<file path="src/rtl/e3tx_pkg.sv">
package e3tx_pkg;

    localparam int E3_FRAME_BYTES = 537;
    localparam int E3_FAS_BITS    = 16;
    localparam int E3_SGL_COUNT   = 5;
    localparam int E3_IDX_W       = 16;

    typedef logic [E3_IDX_W-1:0] byte_idx_t;

    typedef struct packed {
        logic data;
        logic payload;
        logic sof;
    } beat_t;

    function automatic logic in_fas(input int unsigned bit_pos);
        return bit_pos < E3_FAS_BITS;
    endfunction

endpackage

</file>
<file path="src/rtl/e3tx_bit_ctr.sv">
module e3tx_bit_ctr #(
    parameter int FRAME_BITS = 4296,
    localparam int PW = $clog2(FRAME_BITS)
) (
    input  logic          clk,
    input  logic          rst,
    input  logic          fref,
    output logic [PW-1:0] pos,
    output logic          rise,
    output logic          realign
);
    localparam logic [PW-1:0] LAST = PW'(FRAME_BITS - 1);

    logic [PW-1:0] cnt;
    logic          fref_q;
    logic          locked;

    assign rise    = fref & ~fref_q;
    assign pos     = rise ? '0 : cnt;
    assign realign = rise & locked & (cnt != '0);

    always_ff @(posedge clk) begin
        if (rst) begin
            cnt    <= '0;
            fref_q <= 1'b0;
            locked <= 1'b0;
        end else begin
            cnt    <= (pos == LAST) ? '0 : pos + 1'b1;
            fref_q <= fref;
            locked <= locked | rise;
        end
    end

    // natural wrap at the end of the frame
    a_r3_wrap: assert property (@(posedge clk) disable iff (rst)
        (!rise && cnt == LAST) |=> cnt == '0);

    // a restart puts the next count at 1
    a_r4_restart: assert property (@(posedge clk) disable iff (rst)
        rise |=> cnt == PW'(1));

endmodule

</file>
<file path="src/rtl/e3tx_oh_map.sv">
module e3tx_oh_map
    import e3tx_pkg::*;
#(
    parameter int FRAME_BITS = 4296,
    parameter int NUM_SGL    = E3_SGL_COUNT,
    parameter logic [NUM_SGL*E3_IDX_W-1:0] SGL_TABLE = {16'd470, 16'd403, 16'd336, 16'd269, 16'd202},
    localparam int PW = $clog2(FRAME_BITS)
) (
    input  logic [PW-1:0] pos,
    output logic          hit
);
    logic [NUM_SGL-1:0] match;
    byte_idx_t          byte_idx;

    assign byte_idx = E3_IDX_W'(pos >> 3);

    for (genvar i = 0; i < NUM_SGL; i++) begin : g_sgl
        assign match[i] = (byte_idx == SGL_TABLE[i*E3_IDX_W +: E3_IDX_W]);
    end

    assign hit = in_fas(32'(pos)) | (|match);

endmodule

</file>
<file path="src/rtl/e3_txpay_ingest.sv">
module e3_txpay_ingest
    import e3tx_pkg::*;
#(
    parameter int FRAME_BITS = E3_FRAME_BYTES * 8,
    parameter int NUM_SGL    = E3_SGL_COUNT,
    parameter logic [NUM_SGL*E3_IDX_W-1:0] SGL_TABLE = {16'd470, 16'd403, 16'd336, 16'd269, 16'd202}
) (
    input  logic clk,
    input  logic rst,
    input  logic ser_in,
    input  logic fref_in,
    output logic oh_ind,
    output logic pl_bit,
    output logic pl_valid,
    output logic pl_sof,
    output logic misalign
);
    localparam int PW = $clog2(FRAME_BITS);
    localparam logic [PW-1:0] LAST = PW'(FRAME_BITS - 1);

    logic [PW-1:0] cur_pos;
    logic [PW-1:0] nxt_pos;
    logic          rise;
    logic          realign;
    logic          cur_oh;
    logic          nxt_oh;
    beat_t         beat_q;
    logic          mis_q;

    e3tx_bit_ctr #(.FRAME_BITS(FRAME_BITS)) u_ctr (
        .clk     (clk),
        .rst     (rst),
        .fref    (fref_in),
        .pos     (cur_pos),
        .rise    (rise),
        .realign (realign)
    );

    assign nxt_pos = (cur_pos == LAST) ? '0 : cur_pos + 1'b1;

    e3tx_oh_map #(.FRAME_BITS(FRAME_BITS), .NUM_SGL(NUM_SGL), .SGL_TABLE(SGL_TABLE)) u_map_cur (
        .pos (cur_pos),
        .hit (cur_oh)
    );

    e3tx_oh_map #(.FRAME_BITS(FRAME_BITS), .NUM_SGL(NUM_SGL), .SGL_TABLE(SGL_TABLE)) u_map_nxt (
        .pos (nxt_pos),
        .hit (nxt_oh)
    );

    always_ff @(posedge clk) begin
        if (rst) begin
            beat_q <= '0;
            mis_q  <= 1'b0;
        end else begin
            beat_q.data    <= ser_in;
            beat_q.payload <= ~cur_oh;
            beat_q.sof     <= (cur_pos == '0);
            mis_q          <= mis_q | realign;
        end
    end

    assign oh_ind   = nxt_oh;
    assign pl_bit   = beat_q.data;
    assign pl_valid = beat_q.payload;
    assign pl_sof   = beat_q.sof;
    assign misalign = mis_q;

    // one-cycle pass-through of the serial bit
    a_r2_latency: assert property (@(posedge clk) disable iff (rst)
        1'b1 |=> pl_bit == $past(ser_in));

    // the frame-start beat is always an overhead slot
    a_r7_sof_not_payload: assert property (@(posedge clk) disable iff (rst)
        pl_sof |-> !pl_valid);

    // the misalignment flag never clears outside reset
    a_r8_sticky: assert property (@(posedge clk) disable iff (rst)
        misalign |=> misalign);

    // a restart edge always announces the overhead at position 1
    a_r5_restart_ind: assert property (@(posedge clk) disable iff (rst)
        rise |-> oh_ind);

endmodule

</file>
<file path="config.mk">
export PLATFORM = sky130hd
export DESIGN_NAME = e3_txpay_ingest
export DESIGN_NICKNAME = d
export VERILOG_FILES = /design/src/rtl/e3tx_pkg.sv /design/src/rtl/e3tx_bit_ctr.sv /design/src/rtl/e3tx_oh_map.sv /design/src/rtl/e3_txpay_ingest.sv
export SDC_FILE = /design/constraint.sdc
export NUM_CORES = 1
export LEC_CHECK = 0
export ABC_AREA = 0
export ABC_CLOCK_PERIOD_IN_PS = 8900
export BUFFER_PORTS_ARGS = -buffer_cell sky130_fd_sc_hd__buf_4
export CAP_MARGIN = 15
export CORE_MARGIN = 2
export CORE_UTILIZATION = 35
export DETAILED_ROUTE_END_ITERATION = 10
export GPL_TIMING_DRIVEN = 0
export HOLD_SLACK_MARGIN = 0.03
export PLACE_DENSITY = 0.52
export SLEW_MARGIN = 20
export SYNTH_ARGS = -nofsm -noshare
export SYNTH_HDL_FRONTEND = slang
export SYNTH_SLANG_ARGS = --single-unit
</file>
<file path="constraint.sdc">
create_clock -name clk -period 8.9 [get_ports clk]
set_clock_uncertainty 0.15 [all_clocks]
set_input_delay 2.67 -clock clk [delete_from_list [all_inputs] [get_ports clk]]
set_output_delay 2.67 -clock clk [all_outputs]
set_load 0.02 [all_outputs]
</file>
==> results of run 1 <==
[layout by cell type (no fill, tap or decap), types with 2 or more instances in the layout]
master	synthesis	routed
nor3_1	5	5
clkbuf_4	0	3
nor2_1	13	13
nand3_1	9	9
nor4_1	3	3
buf_2	4	4
nor2b_1	6	6
nand4_1	4	4
a21oi_1	3	3
a211oi_1	4	4
nand3_2	2	2
dfxtp_1	19	19
or3_1	5	5
mux2i_1	2	2
and3_1	3	3
inv_1	4	4
buf_4	2	10
clkbuf_1	4	4
nand2_1	6	6
a31oi_1	4	4
a211o_1	3	3
or4_1	3	3
nand2b_1	3	3
buf_1	2	2
xnor2_1	9	9
nor4_2	2	2
o21ai_0	6	6
[layer usage]
layer	GRT usage [%]	vias up	wire [um]
li1	-	580	-
met1	24.0	577	1510
met2	26.6	38	1450
met3	3.39	4	198
met4	5.16	0	20
met5	0	-	0
[worst max-delay path by stage]
stage	startpoint	endpoint	slack [ns]
after CTS	fref_in	oh_ind	1.43
after detailed placement	fref_in	oh_ind	1.44
after global placement	fref_in	oh_ind	1.44
final	fref_in	oh_ind	1.43
after global routing	fref_in	oh_ind	1.34
after floorplan	fref_in	oh_ind	1.69
[registers in the layout, summed over array words and instances, names as in the netlist]
name and cells:
u_ctr.cnt 13, misalign 1, pl_bit 1, pl_sof 1
pl_valid 1, u_ctr.fref_q 1, u_ctr.locked 1
[report_power, final]
part / switching [mW] / internal (mW) / total [mW]
Sequential: 0.00202 / 0.0873 / 0.0893
Combinational: 0.00802 / 0.00514 / 0.0132
Clock: 0.0302 / 0.0168 / 0.0469
Total: 0.0402 / 0.109 / 0.149
[layout make-up]
| class | count | area (um2) |
|---|---|---|
| Buffer | 13 | 68.8 |
| Clock buffer | 3 | 22.5 |
| Clock inverter | 1 | 5.00 |
| Fill cell | 385 | 1980 |
| Inverter | 4 | 15.0 |
| Multi-Input combinational cell | 114 | 771 |
| Sequential cell | 19 | 380 |
| Tap cell | 46 | 57.6 |
| Timing Repair Buffer | 8 | 60.1 |
[cell families after synthesis]
kind of cell | after synthesis
mux | 3
compound gates | 33
flops | 19
buf+inv | 17
xor+xnor | 10
simple gates | 68
[worst max-delay path: stages]
cell and delay (ns):
buf_4 0.12, nor2b_1 0.12, buf_2 0.17, nor4_2 0.40
xnor2_1 0.22, mux2_4 0.33, a211o_1 0.24, a211oi_2 0.22
buf_4 0.17
==> summary by stage, run 1 <==
Worst setup path
The critical path is of the input port to output pin type. The worst path arrival time is 4.65 ns. Of all nets on the critical path, the largest fanout is 7. At the worst endpoint, the required time is 6.08 ns. Measured in cells, the most critical reg-to-reg path has a length of 5. The reg-to-reg endpoint is u_ctr.cnt[12]. The origin of the critical flop-to-flop path is u_ctr.cnt[4]. The category of the worst setup path capture point is an output pin. The register-to-register setup slack is 6.72 ns. The startpoint type of the worst setup path is an input port.

Clock network
TritonCTS built the clock tree. The count of buffers added by post-CTS timing repair for setup is 0. The CTS buffer count is 3. Hold repair after CTS inserted 0 buffers. The clock transition time at the flip-flop clock pins of the worst setup and hold paths is 0.12 ns. In this run the clock root is driven by a clkbuf_4.

Counting along the longest clock path gives a buffer depth of 2. CTS built an H-tree with a depth of 1. The clock net in this run drives a total of 19 sinks.

In this run, post-CTS repair resized a total of 0 instances. The insertion delay of the later-clocked pin in the worst-skew pair is 0.31 ns.

Synth
The number of distinct library cells after synthesis is 46. The synthesized-area fraction occupied by and/or/nand/nor cells is 31.5%. During synthesis, Yosys emitted a total of 0 warnings. In the synthesized netlist the dominant register cell turns out to be dfxtp_1.

The synthesized design contains 0 enable-type register cells. The cell area that synthesis handed to floorplanning was 1230 um2. The fraction of the mapped netlist area in adder cells is 0%. The fraction of registers with async set or reset after synthesis is 0%. Sequential elements use 30.8% of the synthesized area. The average cell area after synthesis is 8.23 um2. The most common cell in the synthesized netlist is dfxtp_1. When the netlist entered floorplanning its net count stood at 154. After synthesis, the largest family of logic cells by area is simple AND/OR/NAND/NOR gates. Synthesis inferred 19 register bits. By area the synthesized netlist is led by dfxtp_1 (31%), xnor2_1 (6.4%), nor2_1 (4.0%), nand3_1 (3.6%), nor2b_1 (3.0%). The share of cell area taken by muxes after synthesis is 2.84%. The largest total area in the synthesized netlist belongs to dfxtp_1. Synthesis produced a netlist whose cell count is 150. The complex-gate fraction of the synthesized area is 21.0%.

The top cell type by area accounts for 30.8% of the synthesized area. After synthesis, the most frequently instantiated cells are dfxtp_1 (19), nor2_1 (13), nand3_1 (9), xnor2_1 (9). Summing the areas of all xor and xnor instances in the mapped netlist gives 7.09% of the synthesized area.

Cells and area
The number of diodes added for antenna fixing is 0. The fraction of final layout cells with drive strength greater than 1 is 16.7%. The number of nets in the final layout is 167. The final cell count without fillers is 208.

The area added between synthesis and finish is 11.8%. The finished cells cover 1380 um2. At the end of the flow the core is filled with cells to 41.0%.

Placement
The worst slack after detailed placement is 1.44 ns. Input and output buffers added on the ports amount to 8. Including well taps, the total number of placed cells is 204. The placed wire-length estimate after detailed placement is 2440 um. The cell area after placement is 1350 um2. The final RePlAce weighted congestion is 0.939.

Floorplan
The height of the die is 63.4 um. The floorplan die area is 4020 um2. The effective utilization at floorplan is 36.7%. The width of the chip is 63.4 um. The area inside the core boundary is 3360 um2.

The standard-cell row count is 21. The number of primary I/O pins is 9.

Timing
The number of slew-limit violations in the final report is 0. The highest clock rate is 0.134 GHz. The final critical path takes up 83.9% of the cycle.

Setup violations remaining at the end of the flow were counted as 0. Setup repair after global routing left no endpoint under its margin. On the final layout, the worst hold slack is 0.337 ns. Summed over all failing endpoints, the final setup total negative slack is 0 ns. The worst path needs 7.47 ns of the cycle, external delays included. The worst pin sits at a relative slew slack of 65.5%. The worst path setup slack after routing is 1.43 ns. The count of final hold-check violations is 0. The slew at the pin closest to its max-slew limit is 0.513 ns.

Hold path
Counting instances, the worst hold path has a depth of 2. The worst hold path belongs to the class register to register. The worst min-delay path endpoint is misalign. The origin of the worst min-delay path is misalign.

Global routing
The number of antenna violations at the first check in global routing came to 0. The first-pass GRT wire length is 5550 um. The via count of the first global-routing pass is 1164. The total routing resource utilization after global routing is 17.2%.

The total congestion overflow is 0. The pin count of the biggest net entering global routing is 12.

Power and ir drop
VDD sags by at most 53.3 uV. The power density normalized to cell area is 108 nW/um2. For this design the static power due to leakage is 0.524 nW. The total power consumption of the routed design is 0.149 mW.

Routing
The first-pass iteration count of the detailed router is 4. After detailed routing, the total wire length is 3180 um. In this run the remaining antenna-violating nets after routing total 0.

After detailed routing, the number of remaining DRC violations is 0. Using the TritonRoute via totals, the vias-per-cell ratio works out to 5.76. After detailed routing, the average wire length per cell comes to 15.3 um. The routed layout has 1199 vias. The initial detailed-routing violation count is 52.

Job
The count of maximum capacitance violations is 0.

Run status
The flow ran to the end, and the final reports show no timing, DRC or antenna violations.
Power figures use the tool's default switching activity.
==> run 2, diff against run 1 <==
--- a/config.mk
+++ b/config.mk
@@ -6,7 +6,7 @@
 export NUM_CORES = 1
 export LEC_CHECK = 0
 export ABC_AREA = 0
-export ABC_CLOCK_PERIOD_IN_PS = 8900
+export ABC_CLOCK_PERIOD_IN_PS = 6740
 export BUFFER_PORTS_ARGS = -buffer_cell sky130_fd_sc_hd__buf_4
 export CAP_MARGIN = 15
 export CORE_MARGIN = 2
@@ -14,7 +14,7 @@
 export DETAILED_ROUTE_END_ITERATION = 10
 export GPL_TIMING_DRIVEN = 0
 export HOLD_SLACK_MARGIN = 0.03
-export PLACE_DENSITY = 0.52
+export PLACE_DENSITY = 0.54
 export SLEW_MARGIN = 20
 export SYNTH_ARGS = -nofsm -noshare
 export SYNTH_HDL_FRONTEND = slang
==> constraint.sdc (replaced) <==
create_clock -name clk -period 6.74 [get_ports clk]
set_clock_uncertainty 0.15 [all_clocks]
set_input_delay 2.022 -clock clk [delete_from_list [all_inputs] [get_ports clk]]
set_output_delay 2.022 -clock clk [all_outputs]
set_load 0.02 [all_outputs]
==> run 2 against run 1 <==
- worst setup slack got worse by 0.85 ns
- clock power rose by 39%
- combinational power rose by 30%
- sequential share of layout area did not move
- worst hold slack improved by 0.0090 ns
- sequential cell count did not move
- critical path type unchanged
- critical endpoint unchanged
- largest power group unchanged
==> summary by stage, run 2 (same netlist as run 1, synthesis figures left out) <==
Run status
The flow ran to the end, and the final reports show no timing, DRC or antenna violations.

Clock network
The total clock sinks is 19. The number of H-tree levels is 1. Clock-pin slew was measured on the worst setup and hold paths at 0.11 ns. The CTS buffer count is 3.

The CTS tree is yes. The cell chosen for the clock root is clkbuf_4. The number of setup buffers added after CTS is 0. The clock reaches the later pin of the worst-skew pair after 0.32 ns. Once the clock tree was built, the resizer swapped 0 gates to a different size. The number of buffers on the longest clock path is 2. The number of hold buffers added after CTS was 0.

Timing
The worst-case headroom to the max-slew limit is 63.1%. The count of final hold-check violations was 0. Timing would allow up to 0.162 GHz. In the finished design, the share of the clock period the worst path needs comes to 91.4%.

Setup repair after global routing left no endpoint under its margin. The clock period minus worst slack is 6.16 ns. Setup violations remaining at the end of the flow were counted as 0. For the final routed database, the setup TNS stands at 0 ns. At the pin with the least slew margin, the transition time is 0.549 ns. The number of slew-limit violations in the final report is 0. The worst path setup slack after routing is 0.581 ns.

Cells and area
The post-route cell area is 1380 um2. The total area of multi-input combinational cells is 771 um2. The area added between synthesis and finish is 11.8%.

Ranked by flip-flop count, first place goes to u_ctr.cnt. The repair_antennas step left the layout with diodes totalling 0. Of the cells placed in the final design, the portion with a size suffix greater than 1 is 16.7%. The sequential cell area is 380 um2. The number of fill cells in the layout is 380. Once layout is complete, the utilization of the core stands at 41.0%.

The register with the most flip-flops in the layout has 13 of them. Leaving out fill and tap cells, the most frequent cell in the layout is dfxtp_1. The net count of the finished layout is 167. The top cell types in the final layout, fill and taps aside, are dfxtp_1 (19), nor2_1 (13), buf_4 (10).

Global routing
Entering global routing, the biggest net connects 12 pins. The number of antenna violations at the first check in global routing is 0. For this run, the total global-route usage over all layers was measured as 16.9%.

The first-pass GRT wire length is 5350 um. The via count of the first global-routing pass came to 1078. After global routing the overflow that remains totals 0.

Placement
In this run the cell area measured after placement is 1350 um2. The port buffer count is 8. Routability-driven placement finished with a final weighted congestion of 0.870. The worst slack after detailed placement is 0.589 ns. The placed wire-length estimate after detailed placement is 2410 um.

Worst setup path
The maximum single-stage delay on the critical path is 0.38 ns. The cell with the largest stage delay on the worst path is nor4_2. The critical path goes through buf_4 -> nor2b_1 -> buf_2 -> nor4_2 -> xnor2_1 -> mux2_4 -> a211o_1 -> a211oi_2 -> buf_4. For the worst setup path, the data required time is 4.57 ns. The category of the worst setup path capture point is an output pin. STA classifies the critical path startpoint as an input port.

The most frequent cell on the critical path is buf_4. The worst setup path is of the input port to output pin kind. In this design, the largest share of critical-path delay is due to simple AND/OR/NAND/NOR gates. Together, buffers and inverters on the worst path number 3.

Of all nets on the critical path, the largest fanout is 7. The worst path arrival time is 3.99 ns.

Floorplan
The area inside the core boundary is 3360 um2. The effective utilization at floorplan is 36.7%. The floorplan die area is 4020 um2.

The number of primary I/O pins is 9. The standard-cell row count is 21. Measured along the x axis, the die boundary spans 63.4 um.

From bottom edge to top edge, the die measures 63.4 um.

Routing
Dividing the detail-routed wire length by the instance count gives 15.6 um. The detailed-route vias per instance is 5.67. The number of remaining DRC errors is 0. The via count is 1180. The detail route stage leaves a number of antenna-violating nets equal to 0. The first detailed-routing pass took 4 iterations.

For this block, the routed nets add up to 3250 um of wire. The initial detailed-routing violation count is 59.

Power and ir drop
Summed over all cells, the static leakage comes to 0.524 nW. The power density normalized to cell area is 145 nW/um2. VDD sags by at most 81.3 uV.

Job
The tool flagged a number of max-cap violations equal to 0.

Hold path
The worst hold path belongs to the class register to register.
==> run 2: through the flow <==
stage               hold WS, ns  instances  total power, mW
global placement          0.305        204            0.138
finish                    0.346        208            0.200
floorplan                 0.290        150            0.131
CTS                       0.347        208            0.201
global route              0.364        208            0.209
detailed placement        0.318        204            0.138
==> run 2: per-layer routing <==
metal,up-vias,track usage [%],wire [um]
li1,578,-,-
met1,554,24.1,1530
met2,39,25.5,1480
met3,9,1.79,155
met4,0,7.61,83
met5,-,0,0
==> run 2: worst min-delay path, cell delays in order, from the launching register on <==
cell and delay, ns:
dfxtp_1 0.35, a31oi_1 0.05, nor2_1 0.07
==> run 2: power by group <==
| part | internal (mW) | switching (mW) |
|---|---|---|
| sequential | 0.115 | 0.00274 |
| combinational | 0.00679 | 0.0104 |
| clock | 0.0222 | 0.0430 |
==> run 2: final timing paths <==
path,start,end,slack (ns),depth (start not counted)
min reg2reg,misalign,misalign,0.35,2
max,fref_in,oh_ind,0.58,9
max reg2reg,u_ctr.cnt[5],u_ctr.cnt[12],4.58,5
min,misalign,misalign,0.35,2
==> run 2: layout make-up <==
| type | instances | share of cell area (%) |
|---|---|---|
| Clock buffer | 3 | 1.63 |
| Clock inverter | 1 | 0.363 |
| Inverter | 4 | 1.09 |
| Timing Repair Buffer | 8 | 4.35 |
| Tap cell | 46 | 4.17 |
| Multi-Input combinational cell | 114 | 55.8 |
| Sequential cell | 19 | 27.6 |
| Buffer | 13 | 4.99 |
